`src/rtl/ladder_seq_pkg.sv`:
```
package ladder_seq_pkg;

    typedef enum logic [1:0] {
        SEQ_OFF = 2'd0,
        SEQ_POS = 2'd1,
        SEQ_NEG = 2'd2
    } seq_state_t;

    // offsets of the bridge gates above the ladder field
    localparam int HB_H1 = 0;
    localparam int HB_H2 = 1;
    localparam int HB_H3 = 2;
    localparam int HB_H4 = 3;
    localparam int HB_W  = 4;

endpackage

```
`src/rtl/seq_ctrl.sv`:
```
module seq_ctrl
    import ladder_seq_pkg::*;
#(
    parameter int HALF_TICKS = 2000,
    parameter int CNT_W      = 11
) (
    input  logic             clk,
    input  logic             rst_n,
    input  logic             en,
    output seq_state_t       state_o,
    output logic [CNT_W-1:0] cnt_o
);

    localparam logic [CNT_W-1:0] LAST = CNT_W'(HALF_TICKS - 1);

    seq_state_t       state_q, state_d;
    logic [CNT_W-1:0] cnt_q, cnt_d;
    logic             at_end;

    assign at_end = (cnt_q == LAST);

    // state register
    always_ff @(posedge clk or negedge rst_n) begin
        if (!rst_n) state_q <= SEQ_OFF;
        else        state_q <= state_d;
    end

    // next state: start, flip, halt
    always_comb begin
        state_d = state_q;
        unique case (state_q)
            SEQ_OFF: if (en) state_d = SEQ_POS;
            SEQ_POS: begin
                if (!en)        state_d = SEQ_OFF;
                else if (at_end) state_d = SEQ_NEG;
            end
            SEQ_NEG: begin
                if (!en)        state_d = SEQ_OFF;
                else if (at_end) state_d = SEQ_POS;
            end
            default: state_d = SEQ_OFF;
        endcase
    end

    // phase counter within the half-cycle
    always_comb begin
        cnt_d = '0;
        if (en && state_q != SEQ_OFF)
            cnt_d = at_end ? '0 : cnt_q + 1'b1;
    end

    always_ff @(posedge clk or negedge rst_n) begin
        if (!rst_n) cnt_q <= '0;
        else        cnt_q <= cnt_d;
    end

    assign state_o = state_q;
    assign cnt_o   = cnt_q;

endmodule

```
`src/rtl/level_decoder.sv`:
```
module level_decoder #(
    parameter int N_SRC      = 4,
    parameter int ANG_W      = 12,
    parameter int CNT_W      = 11,
    parameter int HALF_TICKS = 2000,
    parameter int MAG_W      = 3
) (
    input  logic [CNT_W-1:0]       cnt_i,
    input  logic [N_SRC*ANG_W-1:0] angle_tbl,
    output logic [MAG_W-1:0]       mag_o
);

    localparam int XW = ((CNT_W > ANG_W) ? CNT_W : ANG_W) + 1;

    logic [XW-1:0]    t_x;
    logic [N_SRC-1:0] hit;

    assign t_x = XW'(cnt_i);

    // one window comparator per source: on between rise and mirrored fall
    for (genvar i = 0; i < N_SRC; i++) begin : g_cmp
        logic [XW-1:0] a_x;
        logic [XW-1:0] lim_x;
        assign a_x    = XW'(angle_tbl[i*ANG_W +: ANG_W]);
        assign lim_x  = XW'(HALF_TICKS) - a_x;
        assign hit[i] = (t_x >= a_x) && (t_x < lim_x);
    end

    always_comb begin
        mag_o = '0;
        for (int i = 0; i < N_SRC; i++)
            mag_o = mag_o + MAG_W'(hit[i]);
    end

endmodule

```
`src/rtl/gate_stage.sv`:
```
module gate_stage
    import ladder_seq_pkg::*;
#(
    parameter int N_SRC = 4,
    parameter int MAG_W = 3,
    parameter int LVL_W = 4
) (
    input  logic                    clk,
    input  logic                    rst_n,
    input  logic                    en,
    input  seq_state_t              state_i,
    input  logic [MAG_W-1:0]        mag_i,
    output logic [N_SRC+HB_W-1:0]   gate_o,
    output logic signed [LVL_W-1:0] level_o
);

    localparam int GW = N_SRC + HB_W;

    logic signed [LVL_W-1:0] lvl_c, level_q;
    logic [GW-1:0]           gate_c, gate_q;
    logic                    zsel_q;
    logic                    live;

    assign live = (state_i != SEQ_OFF);

    // output decode per state
    always_comb begin
        lvl_c  = '0;
        gate_c = '0;
        unique case (state_i)
            SEQ_POS: lvl_c = $signed({1'b0, mag_i});
            SEQ_NEG: lvl_c = -$signed({1'b0, mag_i});
            default: lvl_c = '0;
        endcase
        for (int k = 0; k < N_SRC; k++)
            gate_c[k] = live && (mag_i == MAG_W'(k + 1));
        if (live) begin
            if (mag_i != '0) begin
                if (state_i == SEQ_POS) begin
                    gate_c[N_SRC + HB_H1] = 1'b1;
                    gate_c[N_SRC + HB_H2] = 1'b1;
                end else begin
                    gate_c[N_SRC + HB_H3] = 1'b1;
                    gate_c[N_SRC + HB_H4] = 1'b1;
                end
            end else if (zsel_q) begin
                gate_c[N_SRC + HB_H2] = 1'b1;
                gate_c[N_SRC + HB_H4] = 1'b1;
            end else begin
                gate_c[N_SRC + HB_H1] = 1'b1;
                gate_c[N_SRC + HB_H3] = 1'b1;
            end
        end
    end

    always_ff @(posedge clk or negedge rst_n) begin
        if (!rst_n) begin
            level_q <= '0;
            gate_q  <= '0;
            zsel_q  <= 1'b0;
        end else if (!en || !live) begin
            level_q <= '0;
            gate_q  <= '0;
            zsel_q  <= 1'b0;
        end else begin
            level_q <= lvl_c;
            gate_q  <= gate_c;
            // leaving a zero interval: next one uses the other pair
            if (mag_i != '0 && level_q == '0)
                zsel_q <= ~zsel_q;
        end
    end

    assign gate_o  = gate_q;
    assign level_o = level_q;

endmodule

```
`src/rtl/ladder_stair_seq.sv`:
```
module ladder_stair_seq
    import ladder_seq_pkg::*;
#(
    parameter int N_SRC         = 4,
    parameter int QUARTER_TICKS = 1000,
    parameter int ANG_W         = 12,
    localparam int HALF_TICKS   = 2 * QUARTER_TICKS,
    localparam int CNT_W        = $clog2(HALF_TICKS),
    localparam int MAG_W        = $clog2(N_SRC + 1),
    localparam int LVL_W        = MAG_W + 1,
    localparam int GATE_W       = N_SRC + HB_W
) (
    input  logic                     clk,
    input  logic                     rst_n,
    input  logic                     en,
    input  logic [N_SRC*ANG_W-1:0]   angle_tbl,
    output logic [GATE_W-1:0]        gate_o,
    output logic signed [LVL_W-1:0]  level_o
);

    seq_state_t       state;
    logic [CNT_W-1:0] cnt;
    logic [MAG_W-1:0] mag;

    seq_ctrl #(
        .HALF_TICKS(HALF_TICKS),
        .CNT_W     (CNT_W)
    ) u_ctrl (
        .clk    (clk),
        .rst_n  (rst_n),
        .en     (en),
        .state_o(state),
        .cnt_o  (cnt)
    );

    level_decoder #(
        .N_SRC     (N_SRC),
        .ANG_W     (ANG_W),
        .CNT_W     (CNT_W),
        .HALF_TICKS(HALF_TICKS),
        .MAG_W     (MAG_W)
    ) u_dec (
        .cnt_i    (cnt),
        .angle_tbl(angle_tbl),
        .mag_o    (mag)
    );

    gate_stage #(
        .N_SRC(N_SRC),
        .MAG_W(MAG_W),
        .LVL_W(LVL_W)
    ) u_gate (
        .clk    (clk),
        .rst_n  (rst_n),
        .en     (en),
        .state_i(state),
        .mag_i  (mag),
        .gate_o (gate_o),
        .level_o(level_o)
    );

endmodule

```
`config.mk`:
```
export PLATFORM = sky130hd
export DESIGN_NAME = ladder_stair_seq
export DESIGN_NICKNAME = d
export VERILOG_FILES = /design/src/rtl/ladder_seq_pkg.sv /design/src/rtl/seq_ctrl.sv /design/src/rtl/level_decoder.sv /design/src/rtl/gate_stage.sv /design/src/rtl/ladder_stair_seq.sv
export SDC_FILE = /design/constraint.sdc
export NUM_CORES = 1
export LEC_CHECK = 0
export ABC_CLOCK_PERIOD_IN_PS = 5050
export BUFFER_PORTS_ARGS = -buffer_cell sky130_fd_sc_hd__buf_4
export CAP_MARGIN = 5
export CORE_ASPECT_RATIO = 0.6
export CORE_UTILIZATION = 40
export DETAILED_ROUTE_END_ITERATION = 16
export HOLD_SLACK_MARGIN = 0.02
export PLACE_DENSITY_LB_ADDON = 0.05
export SLEW_MARGIN = 20
export SYNTH_ARGS = -nofsm -noshare
export SYNTH_HDL_FRONTEND = slang
export SYNTH_SLANG_ARGS = --single-unit
export TNS_END_PERCENT = 1
```
`constraint.sdc`:
```
create_clock -name clk -period 5.05 [get_ports clk]
set_input_delay 1.01 -clock clk [delete_from_list [all_inputs] [get_ports clk]]
set_output_delay 1.01 -clock clk [all_outputs]
set_load 0.01 [all_outputs]
```
## Word level (Yosys, flattened, before mapping)

Index checks and enable logic that the tools add are counted.

| storage, ports and cells | value |
|---|---|
| word-level logic and storage cells | 71 |
| output and inout bits | 12 |
| input bits | 51 |
| register bits after elaboration | 26 |

| cells by class | value |
|---|---|
| bitwise logic cells | 1 |
| mux-type cells | 19 |
| order comparisons | 8 |
| equality and inequality tests | 10 |
| reductions and logical operators | 19 |
| add/subtract/negate cells | 9 |

Operators with widths:

| kind | count |
|---|---|
| < comparator 11 x 13 -> 1 bit | 4 |
| subtractor 11 x 12 -> 13 bit, first input constant | 4 |
| >= comparator 11 x 12 -> 1 bit | 4 |
| two-way mux 11 bit | 2 |
| two-way mux 2 bit | 7 |
| two-way mux 4 bit | 3 |
| adder 11 x 1 -> 11 bit, second input constant | 1 |
| == test 11 bit, second input constant | 1 |
| logical AND 1 bit | 10 |
| two-way mux 8 bit | 1 |
| one-hot mux 4 bit (2 select lines) | 1 |
| adder 3 x 1 -> 3 bit | 2 |
| == test 3 x 2 -> 1 bit, second input constant | 2 |
| != test 3 x 2 -> 1 bit, second input constant | 2 |
| one-hot mux 2 bit (3 select lines) | 1 |
| logical NOT 4 bit | 1 |
| two-way mux 1 bit | 4 |
| negator 3 -> 4 bit | 1 |
| nonzero test 2 bit | 2 |
| == test 3 x 1 -> 1 bit, second input constant | 1 |
| == test 3 bit, second input constant | 1 |
| AND reduction 3 bit | 1 |
| nonzero test 3 bit | 1 |
| adder 1 x 1 -> 2 bit | 1 |
| other kinds (7) | 8 |

## Longest topological paths before layout

Gate-level depths: netlist of run 1.

| depth | value |
|---|---|
| depth in word-level cells | 10 |
| mapped depth | 22 |
| gate-level depth less buffers | 22 |

## Cells and area by module

A second synthesis of run 1 with hierarchy kept.

| second synthesis, totals | value |
|---|---|
| cells, all modules | 471 |
| area total of the unflattened synthesis | 3900.0 µm² |

Modules (own cells, without submodules):

| module | cells each | instances | sequential area each (µm²) | area an instance (µm²) |
|---|---|---|---|---|
| level_decoder | 352 | 1 | 0.0 | 2650.0 |
| seq_ctrl | 66 | 1 | 325.3 | 649.4 |
| gate_stage | 53 | 1 | 325.3 | 600.6 |

## Worst setup path before layout of run 1

No wires, ideal clock.

| path | value |
|---|---|
| path kind | input port to flip-flop |
| start point | in angle_tbl[37] |
| end point | reg u_gate.zsel_q |
| setup time | 77 ps |
| setup slack | -243 ps |
| path buffers | 0 |
| cell stages on the path | 21 |
| data required time | 4973 ps |
| data arrival time | 5216 ps |
| cell sequence | inv_1 > ha_1 > nand3_1 > a21oi_1 > nor2_1 > xnor2_1 > ha_1 > a21oi_1 > o21ai_0 > a21o_1 > a221o_1 > a2111oi_2 > fa_1 > inv_1 > ha_1 > inv_1 > ha_1 > ha_1 > or4_1 > or3_1 > a21oi_1 |

| between the ends | value |
|---|---|
| cells in the longest elaborated chain, start to end | 7 |
| elaborated cells between the ends (all ways) | 8 |
| those cells by class | 2 x add/sub; 2 x order compare; 4 x reduce/logical |

RTL lines:

| item | line | text |
|---|---|---|
| from (decl) | ladder_stair_seq.sv:16 | `input logic [N_SRC*ANG_W-1:0] angle_tbl,` |
| subtractor 11 x 12 -> 13 bit | level_decoder.sv:25 | `assign lim_x = XW'(HALF_TICKS) - a_x;` |
| < comparator 11 x 13 -> 1 bit | level_decoder.sv:26 | `assign hit[i] = (t_x >= a_x) && (t_x < lim_x);` |
| logical AND 1 bit (*) | level_decoder.sv:26 |  |
| adder 3 x 1 -> 3 bit (*) | level_decoder.sv:32 | `mag_o = mag_o + MAG_W'(hit[i]);` |
| nonzero test 3 bit (*) | gate_stage.sv:69 | `if (mag_i != '0 && level_q == '0)` |
| logical AND 1 bit (*) | gate_stage.sv:69 |  |
| nonzero test 2 bit (no source line) (*) | - |  |
| to (signal assigned) | gate_stage.sv:70 | `zsel_q <= ~zsel_q;` |
| to (decl) | gate_stage.sv:21 | `logic zsel_q;` |

Mark *: on every way between the ends. The rest lies on a longest branch, timed or not.
A chain may end at the register's enable or synchronous reset.

## Worst setup path after layout of run 1

| path | value |
|---|---|
| start point | in angle_tbl[36] |
| end point | reg u_gate.zsel_q |

Same word-level chain as after synthesis.

==> results of run 1 <==
==> cells by family after synthesis <==
group,Yosys count,share of synthesized area (%)
xor+xnor,42,9.67
flops,26,17.1
simple gates,128,16.3
compound gates,96,15.9
mux,3,0.823
fa+ha+maj,103,34.1
buf+inv,62,6.12
==> critical path, delay by kind of cell <==
family	cells	cell delay [ns]
xor+xnor	1	0.11
buf+inv	5	0.44
fa+ha+maj	6	1.28
compound gates	7	1.41
simple gates	3	0.83
==> state kept, by name, summed over array words and instances, names as in the netlist <==
| name | flops |
|---|---|
| u_gate.gate_o | 8 |
| u_gate.zsel_q | 1 |
| u_gate.level_o | 4 |
| u_ctrl.cnt_o | 11 |
| u_ctrl.state_o | 2 |
==> routing by layer <==
layer  routed length, µm  global-route usage [%]  up-vias
met4                  46                    2.47        0
met5                   0                       0        -
met1                6030                    36.3     1738
met3                 484                    2.62        4
met2                4610                    34.5       66
li1                    -                       -     1869
==> layout make-up <==
cell class	count	area share, %
multi-input combinational	372	60.6
sequential	26	12.8
tap	130	3.20
timing repair buffer	116	17.1
inverter	61	4.55
clock buffer	4	1.75
==> through the flow <==
stage                     power, µW  setup TNS [ns]  utilization (%)  worst slack (ns)  hold slack, ns
final                           820               0             55.4             0.175           0.497
after global routing            887         -0.0102             55.4           -0.0102           0.528
after CTS                       817               0             54.4             0.103           0.499
after detailed placement        614          -0.340             52.3            -0.340           0.490
after global placement          607          -0.194             52.3            -0.194           0.482
after floorplan                 464               0                -            0.0161           0.446
==> what timing repair did <==
item,CTS,global route
endpoints found under the setup margin,1,1
buffers inserted,7,2
resized for setup,13,21
cloned,0,0
pin swaps,12,17
==> report_power, final <==
group          total (µW)  leakage [µW]  internal (µW)  switching, µW
clock                 194     0.0000442            121           72.4
combinational         381       0.00230            175            206
sequential            245      0.000357            226           18.3
total                 820       0.00270            523            297
==> path summary, 6_finish.rpt <==
kind | start | end | slack (ns) | cells past startpoint
setup / recovery | angle_tbl[36] | u_gate.zsel_q$_DFFE_PN0P_ | 0.18 | 22
hold / removal | u_ctrl.cnt_o[0]$_DFF_PN0_ | u_ctrl.cnt_o[0]$_DFF_PN0_ | 0.50 | 1
setup reg to reg | u_ctrl.cnt_o[9]$_DFF_PN0_ | u_gate.zsel_q$_DFFE_PN0P_ | 0.82 | 16
hold reg to reg | u_ctrl.cnt_o[0]$_DFF_PN0_ | u_ctrl.cnt_o[0]$_DFF_PN0_ | 0.50 | 1
max in group asynchronous | rst_n | u_ctrl.cnt_o[3]$_DFF_PN0_ | 4.14 | 1
min in group asynchronous | rst_n | u_gate.gate_o[6]$_DFF_PN0_ | 0.65 | 1
==> Yosys cell counts, drive strengths merged (2+ instances only) <==
cell | instances | area share, %
nor4 | 2 | 0.33
o21bai | 2 | 0.39
a211oi | 6 | 1.2
xor2 | 7 | 1.6
a2111oi | 3 | 0.86
o21ai | 24 | 3.3
a31oi | 2 | 0.33
o211ai | 5 | 0.99
a22oi | 2 | 0.39
and3 | 11 | 1.8
nand4 | 15 | 2.5
inv | 61 | 6.0
o21a | 6 | 1.2
a21o | 3 | 0.59
ha | 102 | 34
nand2 | 27 | 2.7
and2 | 3 | 0.49
dfrtp | 26 | 17
a21oi | 31 | 4.1
o31ai | 5 | 0.99
nor3 | 7 | 0.92
xnor2 | 35 | 8.1
nand3 | 10 | 1.3
nand2b | 5 | 0.82
mux2i | 2 | 0.53
nor2 | 39 | 3.8
nor2b | 4 | 0.66
or3 | 2 | 0.33
==> flow_metrics.env, run 1 <==
export IMPL_n_antenna_cell=0
export IMPL_fmax_mhz=205
export IMPL_crit_fanout=3
export IMPL_cts_made_buffers=3
export IMPL_synth_edff_count=0
export IMPL_area_delta_synth_final_pct=33.8
export IMPL_n_fill_cell=889
export IMPL_worstSetupPathType="primary input to register"
export IMPL_grt_max_degree=27
export IMPL_gp_congestion=0.872
export IMPL_routedWlPerCell_um=15.7
export IMPL_powerDensity_nw_per_um2=161
export IMPL_ys_seq_area_share_pct=17.1
export IMPL_crit_path_frequent_cell="ha_4"
export IMPL_yosysWarnings=0
export IMPL_rows=27
export IMPL_regArea_um2=651
export IMPL_drv_cap=0
export IMPL_start_util_pct=41.4
export IMPL_crit_path_cell_trace="buf_4 -> inv_4 -> ha_4 -> nand3_2 -> a21oi_2 -> buf_4 -> xnor2_1 -> ha_1 -> a21oi_2 -> o21ai_1 -> a21o_1 -> a221o_1 -> a2111oi_4 -> fa_2 -> inv_2 -> ha_4 -> inv_2 -> ha_4 -> ha_4 -> or4_4 -> or3_4 -> a21oi_2"
export IMPL_end_kind="register"
export IMPL_final_period_minus_worst_setup_slack_ns=4.87
export IMPL_critical_path_slowest_cell="or4_4"
export IMPL_cp_start_kind="primary input"
export IMPL_slowest_delay_ns=0.42
export IMPL_synth_main_ff_cell="dfrtp_1"
export IMPL_dieArea_um2=9910
export IMPL_cts_clk_slew_worst_paths_ns=0.06
export IMPL_required_ns=5.24
export IMPL_io_pin_count=63
export IMPL_drt_iter0_markers=217
export IMPL_final_cell_mix="116 x buf_4, 97 x ha_1, 54 x inv_1, 38 x nor2_1, 34 x xnor2_1"
export IMPL_synth_area_um2=3800
export IMPL_cts_sink_count=26
export IMPL_dr_pass1_iters=5
export IMPL_final_hold_viol_count=0
export IMPL_clock_path_buffers=2
export IMPL_cts_root_buf="clkbuf_16"
export IMPL_core_area_um2=9190
export IMPL_fin_nets=734
export IMPL_portBuffers=62
export IMPL_die_h_um=77.5
export IMPL_cts_tree="done"
export IMPL_antenna_found_initial=0
export IMPL_wl_um=11200
export IMPL_synth_cell_types=43
export IMPL_drive_above_1_share_pct=26.3
export IMPL_synth_area_per_cell_um2=8.27
export IMPL_clock_skew_ns=0.00205
export IMPL_drcViolationCount=0
export IMPL_fin_cells=709
export IMPL_synthCells=460
export IMPL_ant_nets=0
export IMPL_worst_slew_pin_slew_ns=0.586
export IMPL_cts_hold_buf=0
export IMPL_period_share_pct=96.5
export IMPL_htree_levels=1
export IMPL_vias_per_cell=5.19
export IMPL_vias=3677
export IMPL_die_w_um=128
export IMPL_setup_violations=0
export IMPL_hold_class="register to register"
export IMPL_dpl_hpwl_um=8890
export IMPL_status="completed"
export IMPL_insertion_delay_ns=0.26
export IMPL_p_leak_uw=0.00270
export IMPL_placed_area_um2=4810
export IMPL_groute_usage_overall_pct=23.2
export IMPL_ys_ff_latch=26
export IMPL_syn_nets=614
export IMPL_slew_headroom_pct=60.9
export IMPL_grt_pass1_vias=3595
export IMPL_overflow=0
export IMPL_synthArstFlopShare_pct=100
export IMPL_fin_area_um2=5090
export IMPL_slew_violations=0
export IMPL_dp_cells=696
export IMPL_ir_drop_mv=0.159
export IMPL_crit_arrival_ns=5.07
export IMPL_multi_input_area_um2=3080
export IMPL_final_common_cell="buf_4"
export IMPL_grt_pass1_wl_um=18000
Note: power is estimated with default switching activity, not from simulation.
==> run 2: changes to the inputs <==
--- a/config.mk
+++ b/config.mk
@@ -13,6 +13,7 @@
 export DETAILED_ROUTE_END_ITERATION = 16
 export HOLD_SLACK_MARGIN = 0.02
 export PLACE_DENSITY_LB_ADDON = 0.05
+export SETUP_SLACK_MARGIN = 0.2
 export SLEW_MARGIN = 20
 export SYNTH_ARGS = -nofsm -noshare
 export SYNTH_HDL_FRONTEND = slang
==> run 2 against run 1 <==
Worst setup slack gained 0.016 ns. Non-clock buffer count down 17. Via count decreased by 3.5%. Final cell count down 2.4%. Critical endpoint unchanged. Highest routed layer unchanged.
==> flow_metrics.env, run 2 (synthesis gave the netlist of run 1 again) <==
export IMPL_dieArea_um2=9910
export IMPL_rows=27
export IMPL_dp_cells=681
export IMPL_status="completed"
export IMPL_drcViolationCount=0
export IMPL_grt_max_degree=27
export IMPL_clock_path_buffers=2
export IMPL_drv_cap=0
export IMPL_largest_reg_flops=11
export IMPL_core_area_um2=9190
export IMPL_final_hold_viol_count=0
export IMPL_cp_start_kind="primary input"
export IMPL_htree_levels=1
export IMPL_overflow=0
export IMPL_n_fill_cell=891
export IMPL_antenna_found_initial=0
export IMPL_portBuffers=62
export IMPL_die_h_um=77.5
export IMPL_end_kind="register"
export IMPL_final_period_minus_worst_setup_slack_ns=4.86
export IMPL_rrSetupSlack_ns=0.81
export IMPL_worstSetupPathType="primary input to register"
export IMPL_fmax_mhz=206
export IMPL_grt_pass1_vias=3389
export IMPL_crit_path_frequent_cell="ha_4"
export IMPL_required_ns=5.24
export IMPL_grt_pass1_wl_um=17400
export IMPL_cts_sink_count=26
export IMPL_hold_class="register to register"
export IMPL_worst_slew_pin_slew_ns=0.607
export IMPL_crit_fanout=3
export IMPL_worstHoldStart="u_ctrl.cnt_o[0]$_DFF_PN0_"
export IMPL_r2r_start="u_ctrl.cnt_o[0]$_DFF_PN0_"
export IMPL_slew_violations=0
export IMPL_cts_hold_buf=0
export IMPL_crit_arrival_ns=5.05
export IMPL_fin_cells=692
export IMPL_final_cell_mix="98 x buf_4, 97 x ha_1, 54 x inv_1, 37 x nor2_1, 34 x xnor2_1"
export IMPL_io_pin_count=63
export IMPL_vias_per_cell=5.13
export IMPL_crit_family="adder cells"
export IMPL_cts_made_buffers=3
export IMPL_gp_congestion=0.895
export IMPL_routedWlPerCell_um=15.5
export IMPL_cp_num_buf_inv=3
export IMPL_powerDensity_nw_per_um2=170
export IMPL_fin_tns_setup_ns=0
export IMPL_fin_nets=717
export IMPL_slew_headroom_pct=59.5
export IMPL_insertion_delay_ns=0.26
export IMPL_clock_skew_ns=0.00186
export IMPL_n_antenna_cell=0
export IMPL_drive_above_1_share_pct=24.6
export IMPL_cts_clk_slew_worst_paths_ns=0.06
export IMPL_setup_violations=0
export IMPL_crit_start="angle_tbl[1]"
export IMPL_dr_pass1_iters=4
export IMPL_period_share_pct=96.2
export IMPL_ant_nets=0
export IMPL_p_leak_uw=0.00263
export IMPL_slowest_delay_ns=0.57
export IMPL_ir_drop_mv=0.157
export IMPL_dpl_hpwl_um=8890
export IMPL_wl_um=10800
export IMPL_vias=3548
export IMPL_crit_path_cell_trace="buf_4 -> inv_4 -> ha_4 -> nand2_4 -> a21oi_4 -> nor3_2 -> xnor2_1 -> ha_1 -> nand2_1 -> o21ai_0 -> nor4_1 -> o21ai_1 -> a311oi_2 -> ha_1 -> fa_2 -> inv_2 -> ha_4 -> ha_4 -> or4_4 -> or3_4 -> a21oi_2"
export IMPL_start_util_pct=41.4
export IMPL_groute_usage_overall_pct=22.3
export IMPL_cts_root_buf="clkbuf_16"
export IMPL_area_delta_synth_final_pct=31.9
export IMPL_die_w_um=128
export IMPL_final_common_cell="buf_4"
export IMPL_rsz0062_at_grt="yes"
export IMPL_drt_iter0_markers=112
export IMPL_cts_tree="done"
export IMPL_critical_path_slowest_cell="fa_2"
## run 2: changes by cell type in the layout (fill, tap and decap cells not counted), sizes merged
cell	before	now
buf	116	99
bufinv	0	1
clkbuf	4	3
## run 2: worst register-to-register path, cell delays in order (launching register included)
cell and delay (ns):
dfrtp_1 0.41, inv_1 0.23, ha_1 0.29, o21a_1 0.17
o21ai_0 0.17, a21oi_1 0.11, a2111oi_0 0.52, a311oi_2 0.11
ha_1 0.32, fa_2 0.57, inv_2 0.06, ha_4 0.16
ha_4 0.15, or4_4 0.41, or3_4 0.34, a21oi_2 0.14
## run 2: final cells by class
| cell class | instances | area [µm²] | share of cell area (%) |
|---|---|---|---|
| sequential | 26 | 651 | 13.0 |
| clock buffer | 3 | 75.1 | 1.50 |
| inverter | 61 | 241 | 4.82 |
| multi-input combinational | 372 | 3110 | 62.0 |
| tap | 130 | 163 | 3.24 |
| timing repair buffer | 99 | 747 | 14.9 |
| clock inverter | 1 | 30.0 | 0.599 |
## run 2: what timing repair did
action / CTS / global route
setup endpoints to repair: 1 / 5
buffers inserted: 5 / 2
pin swaps: 14 / 11
resized for setup: 10 / 23
gates cloned: 0 / 0
## run 2: per-layer routing
layer / up-vias / part of all wire (%) / track usage (%)
li1: 1835 / - / -
met3: 4 / 4.1 / 2.76
met2: 60 / 39 / 31.6
met4: 0 / 0.26 / 1.41
met5: - / 0 / 0
met1: 1649 / 56 / 36.4
## run 2: power breakdown
part | internal, µW | switching [µW] | leakage, µW
combinational | 170 | 206 | 0.00222
sequential | 226 | 20.4 | 0.000357
clock | 158 | 73.6 | 0.0000511
## run 2: worst paths after layout
check,cells past startpoint,end
worst max-delay path,21,u_gate.zsel_q$_DFFE_PN0P_
worst min-delay path,1,u_ctrl.cnt_o[0]$_DFF_PN0_
worst max register to register,15,u_gate.zsel_q$_DFFE_PN0P_
worst min register to register,1,u_ctrl.cnt_o[0]$_DFF_PN0_
max in group asynchronous,1,u_ctrl.cnt_o[5]$_DFF_PN0_
min in group asynchronous,1,u_gate.gate_o[7]$_DFF_PN0_
## run 2: metrics by stage
stage / area [µm²] / hold slack (ns) / worst slack (ns) / util [%] / power [µW]
final: 5010 / 0.497 / 0.191 / 54.6 / 854
after global routing: 5010 / 0.531 / -0.000613 / 54.6 / 918
after CTS: 4910 / 0.503 / 0.137 / 53.5 / 851
after detailed placement: 4730 / 0.493 / -0.232 / 51.5 / 610
after global placement: 4730 / 0.478 / -0.172 / 51.5 / 604
after floorplan: 3880 / 0.446 / 0.213 / - / 465
